--- config.mk ---
export PLATFORM = sky130hd
export DESIGN_NAME = ifu_fetch_top
export DESIGN_NICKNAME = d
export VERILOG_FILES = /design/src/rtl/ifu_pkg.sv /design/src/rtl/ifu_line_store.sv /design/src/rtl/ifu_pc_gen.sv /design/src/rtl/ifu_miss_ctrl.sv /design/src/rtl/ifu_fetch_top.sv
export SDC_FILE = /design/constraint.sdc
export NUM_CORES = 1
export LEC_CHECK = 0
export BUFFER_PORTS_ARGS = -buffer_cell sky130_fd_sc_hd__buf_2
export CAP_MARGIN = 0
export CORE_AREA = 2 2 284 286
export DETAILED_ROUTE_END_ITERATION = 8
export DIE_AREA = 0 0 286 288
export PLACE_DENSITY = 0.77
export SLEW_MARGIN = 25
export SYNTH_ARGS = -nofsm -noshare
export SYNTH_HDL_FRONTEND = slang
export SYNTH_HIERARCHICAL = 1
export SYNTH_SLANG_ARGS = --single-unit
--- constraint.sdc ---
create_clock -name clk -period 6.4 [get_ports clk]
set_input_delay 1.28 -clock clk [delete_from_list [all_inputs] [get_ports clk]]
set_output_delay 1.28 -clock clk [all_outputs]
set_load 0.005 [all_outputs]
--- src/rtl/ifu_pkg.sv ---
package ifu_pkg;

  typedef enum logic [0:0] {
    FETCH_RUN    = 1'b0,
    FETCH_REFILL = 1'b1
  } fetch_state_e;

endpackage

--- src/rtl/ifu_line_store.sv ---
module ifu_line_store #(
  parameter int WORD_W = 30,
  parameter int DATA_W = 32,
  parameter int LINES  = 16
) (
  input  logic              clk,
  input  logic              rst_n,
  input  logic [WORD_W-1:0] look_word,
  output logic              look_hit,
  output logic [DATA_W-1:0] look_data,
  input  logic              fill_en,
  input  logic [WORD_W-1:0] fill_word,
  input  logic [DATA_W-1:0] fill_data
);
  localparam int IDX_W = $clog2(LINES);
  localparam int TAG_W = WORD_W - IDX_W;

  function automatic logic [IDX_W-1:0] line_of(input logic [WORD_W-1:0] w);
    return w[IDX_W-1:0];
  endfunction

  function automatic logic [TAG_W-1:0] tag_of(input logic [WORD_W-1:0] w);
    return w[WORD_W-1:IDX_W];
  endfunction

  logic              valid_q [LINES];
  logic [TAG_W-1:0]  tag_q   [LINES];
  logic [DATA_W-1:0] data_q  [LINES];

  logic [IDX_W-1:0] look_idx;
  logic [IDX_W-1:0] fill_idx;

  assign look_idx  = line_of(look_word);
  assign fill_idx  = line_of(fill_word);
  assign look_hit  = valid_q[look_idx] && (tag_q[look_idx] == tag_of(look_word));
  assign look_data = data_q[look_idx];

  for (genvar i = 0; i < LINES; i++) begin : g_line
    logic sel;
    assign sel = fill_en && (fill_idx == IDX_W'(i));

    always_ff @(posedge clk or negedge rst_n) begin
      if (!rst_n) valid_q[i] <= 1'b0;
      else if (sel) valid_q[i] <= 1'b1;
    end

    always_ff @(posedge clk) begin
      if (sel) begin
        tag_q[i]  <= tag_of(fill_word);
        data_q[i] <= fill_data;
      end
    end
  end

endmodule

--- src/rtl/ifu_pc_gen.sv ---
module ifu_pc_gen #(
  parameter int          ADDR_W   = 32,
  parameter logic [31:0] RESET_PC = 32'h0
) (
  input  logic              clk,
  input  logic              rst_n,
  input  logic              step,
  input  logic              load,
  input  logic [ADDR_W-1:0] load_pc,
  output logic [ADDR_W-1:0] pc
);
  localparam logic [ADDR_W-1:0] STEP_BYTES = ADDR_W'(4);

  function automatic logic [ADDR_W-1:0] next_pc(
    input logic [ADDR_W-1:0] cur, input logic do_step,
    input logic do_load, input logic [ADDR_W-1:0] tgt);
    if (do_load) return tgt;
    if (do_step) return cur + STEP_BYTES;
    return cur;
  endfunction

  always_ff @(posedge clk or negedge rst_n) begin
    if (!rst_n) pc <= ADDR_W'(RESET_PC);
    else pc <= next_pc(pc, step, load, load_pc);
  end

endmodule

--- src/rtl/ifu_miss_ctrl.sv ---
module ifu_miss_ctrl
  import ifu_pkg::*;
#(
  parameter int ADDR_W = 32
) (
  input  logic              clk,
  input  logic              rst_n,
  input  logic              look_hit,
  input  logic [ADDR_W-1:0] cur_pc,
  input  logic              redirect_valid,
  input  logic [ADDR_W-1:0] redirect_pc,
  input  logic              mem_rvalid,
  output logic              deliver,
  output logic              miss_event,
  output logic              refill_done,
  output logic              refill_busy,
  output logic [ADDR_W-3:0] miss_word,
  output logic              pend_valid,
  output logic [ADDR_W-1:0] pend_pc,
  output logic              pc_step,
  output logic              pc_load,
  output logic [ADDR_W-1:0] pc_load_val
);
  fetch_state_e state_q;

  assign deliver     = (state_q == FETCH_RUN) && look_hit;
  assign miss_event  = (state_q == FETCH_RUN) && !look_hit;
  assign refill_busy = (state_q == FETCH_REFILL);
  assign refill_done = refill_busy && mem_rvalid;

  assign pc_step = deliver;
  assign pc_load = (deliver && redirect_valid) || refill_done;

  always_comb begin
    if (deliver)             pc_load_val = redirect_pc;
    else if (redirect_valid) pc_load_val = redirect_pc;
    else if (pend_valid)     pc_load_val = pend_pc;
    else                     pc_load_val = {miss_word, 2'b00};
  end

  always_ff @(posedge clk or negedge rst_n) begin
    if (!rst_n) begin
      state_q   <= FETCH_RUN;
      miss_word <= '0;
    end else if (miss_event) begin
      state_q   <= FETCH_REFILL;
      miss_word <= cur_pc[ADDR_W-1:2];
    end else if (refill_done) begin
      state_q   <= FETCH_RUN;
    end
  end

  always_ff @(posedge clk or negedge rst_n) begin
    if (!rst_n) begin
      pend_valid <= 1'b0;
      pend_pc    <= '0;
    end else if (refill_done) begin
      pend_valid <= 1'b0;
    end else if (redirect_valid && !deliver) begin
      pend_valid <= 1'b1;
      pend_pc    <= redirect_pc;
    end
  end

endmodule

--- src/rtl/ifu_fetch_top.sv ---
module ifu_fetch_top #(
  parameter int          ADDR_W   = 32,
  parameter int          DATA_W   = 32,
  parameter int          LINES    = 16,
  parameter logic [31:0] RESET_PC = 32'h0
) (
  input  logic              clk,
  input  logic              rst_n,
  input  logic              redirect_valid,
  input  logic [ADDR_W-1:0] redirect_pc,
  output logic              instr_valid,
  output logic [DATA_W-1:0] instr_word,
  output logic [ADDR_W-1:0] instr_pc,
  output logic              fetch_stall,
  output logic              mem_req,
  output logic [ADDR_W-1:0] mem_addr,
  input  logic              mem_rvalid,
  input  logic [DATA_W-1:0] mem_rdata
);
  localparam int WORD_W = ADDR_W - 2;

  logic              look_hit;
  logic [DATA_W-1:0] look_data;
  logic [ADDR_W-1:0] cur_pc;
  logic              deliver;
  logic              miss_event;
  logic              refill_done;
  logic              refill_busy;
  logic [WORD_W-1:0] miss_word;
  logic              pend_valid;
  logic [ADDR_W-1:0] pend_pc;
  logic              pc_step;
  logic              pc_load;
  logic [ADDR_W-1:0] pc_load_val;

  ifu_line_store #(.WORD_W(WORD_W), .DATA_W(DATA_W), .LINES(LINES)) store_i (
    .clk(clk), .rst_n(rst_n),
    .look_word(cur_pc[ADDR_W-1:2]), .look_hit(look_hit), .look_data(look_data),
    .fill_en(refill_done), .fill_word(miss_word), .fill_data(mem_rdata)
  );

  ifu_pc_gen #(.ADDR_W(ADDR_W), .RESET_PC(RESET_PC)) pc_i (
    .clk(clk), .rst_n(rst_n), .step(pc_step), .load(pc_load),
    .load_pc(pc_load_val), .pc(cur_pc)
  );

  ifu_miss_ctrl #(.ADDR_W(ADDR_W)) ctrl_i (
    .clk(clk), .rst_n(rst_n), .look_hit(look_hit), .cur_pc(cur_pc),
    .redirect_valid(redirect_valid), .redirect_pc(redirect_pc),
    .mem_rvalid(mem_rvalid), .deliver(deliver), .miss_event(miss_event),
    .refill_done(refill_done), .refill_busy(refill_busy), .miss_word(miss_word),
    .pend_valid(pend_valid), .pend_pc(pend_pc), .pc_step(pc_step),
    .pc_load(pc_load), .pc_load_val(pc_load_val)
  );

  assign instr_valid = deliver;
  assign instr_word  = look_data;
  assign instr_pc    = cur_pc;
  assign fetch_stall = !deliver;
  assign mem_req     = refill_busy;
  assign mem_addr    = {miss_word, 2'b00};

endmodule

==> impl_metrics.csv <==
group,metric,value,unit
outcome,status,"finished, final reports clean",
final_layout,area_delta_synth_final,13.30,%
setup_path,required,5.12,ns
routing,viasPerCell,6.440,
global_route,track_usage,24.67,%
clock_network,clock_path_buffers,3,
yosys,yosys_warnings,6,
yosys,syn-instance-count,2026,
yosys,synth_edf_count,928,
setup_path,crit_path_max_fanout,52,
sta,layout_min_cycle_time,6.276,ns
global_route,grt_max_degree,72,
setup_path,end_kind,"output port",
yosys,netlist_area,41630,um^2
setup_path,startpoint,"pc_i/pc[4]$_DFFE_PN0P_",
yosys,syn_avg_cell_area,20.55,um^2
setup_path,cp-start-kind,"register",
clock_network,cts_resized,0,
routing,final_antenna_net_count,0,
setup_path,crit_end,"fetch_stall",
setup_path,worstPathArrival,5.00,ns
clock_network,cts_tree,"yes",
global_route,overflow,0,
final_layout,seqCellArea,30690,um^2
yosys,ys_seq_area_share,73.66,%
routing,route.detailed.drc,0,
floorplan,dieArea,82370,um^2
power_and_ir_drop,p_clk_share,34.4,%
global_route,grt_pass1_wl,148300,um
final_layout,nets,2308,
sta,fmax,159.3,MHz
power_and_ir_drop,p_sw,4.436,mW
yosys,synth_cell_types,80,
clock_network,clk_pin_slew_worst_paths,0.06,ns
final_layout,layout_commonest_cell,"edfxtp_1",
placement,dp_hpwl,56720,um
power_and_ir_drop,pwr-share-seq,50.9,%
final_layout,final_cell_mix,"edfxtp_1 (928), mux4_2 (248), buf_2 (163)",
global_route,first_global_vias,22300,
power_and_ir_drop,p_leak,15.55,nW
clock_network,clkLatencyLatePin,0.69,ns
floorplan,die_x,286,um
yosys,synth_ff_type,"edfxtp_1",
floorplan,coreArea,79640,um^2
power_and_ir_drop,comb_power_share,14.7,%
floorplan,rows,104,
sta,fin_ws,0.1239,ns
setup_path,critical_path_class,"reg2out",
placement,port_buffers,164,
clock_network,numCtsBuffers,100,
power_and_ir_drop,ir_worst_vdd,0.2176,mV
run,cap_violations,0,
setup_path,rrSetupSlack,0.45,ns
routing,detail_route.wl_per_cell,29.92,um
placement,place_congestion,0.9055,
global_route,antenna_found_initial,2,
sta,maxSlewViolCount,0,
clock_network,h-tree-depth,3,
yosys,postSynth.asyncResetShare,10.77,%
final_layout,multi_input_area,10380,um^2
sta,fin_skew,0.03521,ns
floorplan,io-pin-count,167,
routing,drt_iter0_drc,2666,
sta,relSlewSlack,30.63,%
sta,rsz0062_at_grt,"false",
final_layout,final_cell_area,47170,um^2
routing,detail_route.first_pass.iterations,7,
floorplan,die_height,288,um
final_layout,nFillCells,5571,
placement,dpl_worst_slack,0.6593,ns
power_and_ir_drop,internal-power,12.50,mW
routing,wirelength,101200,um
setup_path,r2r-end,"pc_i/pc[19]$_DFFE_PN0P_",
setup_path,reg2reg_depth,14,
sta,fin_setup_tns,0,ns
routing,vias,21780,
sta,setup_violations,0,
sta,fin_crit_sh,98.06,%
power_and_ir_drop,powerDensity,359.1,nW/um^2
power_and_ir_drop,netSwitchingFraction,26.19,%
final_layout,drive_gt1_share,31.88,%
setup_path,r2r-start,"pc_i/pc[4]$_DFFE_PN0P_",
clock_network,clock_sinks,1040,
placement,placed_area,43840,um^2
floorplan,initial_core_util,52.28,%
clock_network,cts_hold_buf,0,
clock_network,cts_root_buf,"clkbuf_16",
hold_path,holdCritPathClass,"reg2reg",
sta,final-hold-violation-count,0,
sta,worst_slew_pin_slew,1.041,ns
yosys,synth_seq_cells,1040,
==> state kept, by name, indices dropped and copies added, names as in the netlist <==
signal and flops:
ctrl_i/pend_valid 1, ctrl_i/refill_busy 1, ctrl_i/pend_pc 32, store_i/tag_q 416, ctrl_i/miss_word 30, pc_i/pc 32, store_i/data_q 512, store_i/valid_q 16
==> cells by family after synthesis <==
group                      share of synthesized area, %
DFF                                               73.66
AOI/OAI and AO/OA                                 2.693
buffers and inverters                             1.722
muxes                                             18.00
other                                          0.009007
adders and majority gates                       0.03005
xor gates and xnor gates                         0.9046
and+or+nand+nor                                   2.978
==> worst min-delay path by stage <==
stage,endpoint,startpoint,depth (start not counted),slack [ns]
global placement,store_i/valid_q[2]$_DFFE_PN0P_,store_i/valid_q[2]$_DFFE_PN0P_,1,0.45
finish,store_i/valid_q[8]$_DFFE_PN0P_,store_i/valid_q[8]$_DFFE_PN0P_,1,0.47
detailed placement,store_i/valid_q[8]$_DFFE_PN0P_,store_i/valid_q[8]$_DFFE_PN0P_,1,0.45
CTS,store_i/valid_q[8]$_DFFE_PN0P_,store_i/valid_q[8]$_DFFE_PN0P_,1,0.47
global route,store_i/valid_q[6]$_DFFE_PN0P_,store_i/valid_q[6]$_DFFE_PN0P_,1,0.48
floorplan,store_i/valid_q[11]$_DFFE_PN0P_,store_i/valid_q[11]$_DFFE_PN0P_,1,0.43
==> power groups by stage <==
| stage | clock, mW | combinational, mW | sequential, mW |
|---|---|---|---|
| floorplan | 0 | 1.71 | 8.43 |
| global placement | 0 | 2.43 | 8.70 |
| detailed placement | 0 | 2.48 | 8.75 |
| CTS | 5.92 | 2.49 | 8.62 |
| global route | 6.16 | 2.65 | 8.67 |
| finish | 5.83 | 2.50 | 8.62 |
==> cell type report <==
class                           instances  area share [%]
Sequential cell                      1040           65.05
Multi-Input combinational cell        853           22.00
Clock buffer                          138           5.798
Timing Repair Buffer                  224           3.008
Tap cell                             1060           2.812
Clock inverter                         46           1.164
Inverter                               20          0.1591
Antenna cell                            1        0.005305
==> metal layers <==
layer | vias to the layer above | routed length, um | part of all wire (%) | GRT usage [%]
met5 | - | 17 | 0.017 | 0
li1 | 8807 | - | - | -
met4 | 2 | 1680 | 1.7 | 5.785
met2 | 1256 | 50010 | 49 | 40.48
met1 | 11580 | 40100 | 40 | 35.21
met3 | 136 | 9371 | 9.3 | 3.954
==> per-stage QoR <==
| stage | std cells | hold slack [ns] | total power [mW] | util, % |
|---|---|---|---|---|
| detailed placement | 3195 | 0.4496 | 11.22 | 55.06 |
| CTS | 3379 | 0.4655 | 17.03 | 59.18 |
| finish | 3382 | 0.4677 | 16.94 | 59.23 |
| floorplan | 2027 | 0.4337 | 10.14 | - |
| global placement | 3194 | 0.4461 | 11.12 | 55.02 |
| global route | 3381 | 0.4778 | 17.48 | 59.23 |
==> critical path: stages (launching register included) <==
cell      delay [ns]
dfrtp_4         1.06
mux2_2          0.45
or2_2           0.28
a311oi_1        0.37
o21ai_0         0.26
nor4_2          0.37
nand4_1         0.15
nor4_2          0.60
nor2b_4         0.48
inv_1           0.07
buf_2           0.13
==> cell usage after synthesis, drive strengths merged, types with 14 or more instances <==
cell type    n  share of area (%)
xor2        18               0.38
nand3       21               0.28
mux2        71                2.2
or4         14               0.26
or2         19               0.29
nand2       41               0.37
inv         20               0.18
nor2        45               0.41
o21ai       92                1.1
dfrtp      112                6.7
mux2i       79                1.9
mux4       256                 14
nand4       17               0.27
buf         65                1.1
xnor2       25               0.53
clkbuf      48               0.44
edfxtp     928                 67
a31oi       16               0.24
==> what timing repair did <==
action                                  CTS  global route
setup buffers                             0             1
endpoints found under the hold margin     0             0
endpoints found under the setup margin    0             2
No activity file was read; power rests on OpenSTA's default activity.
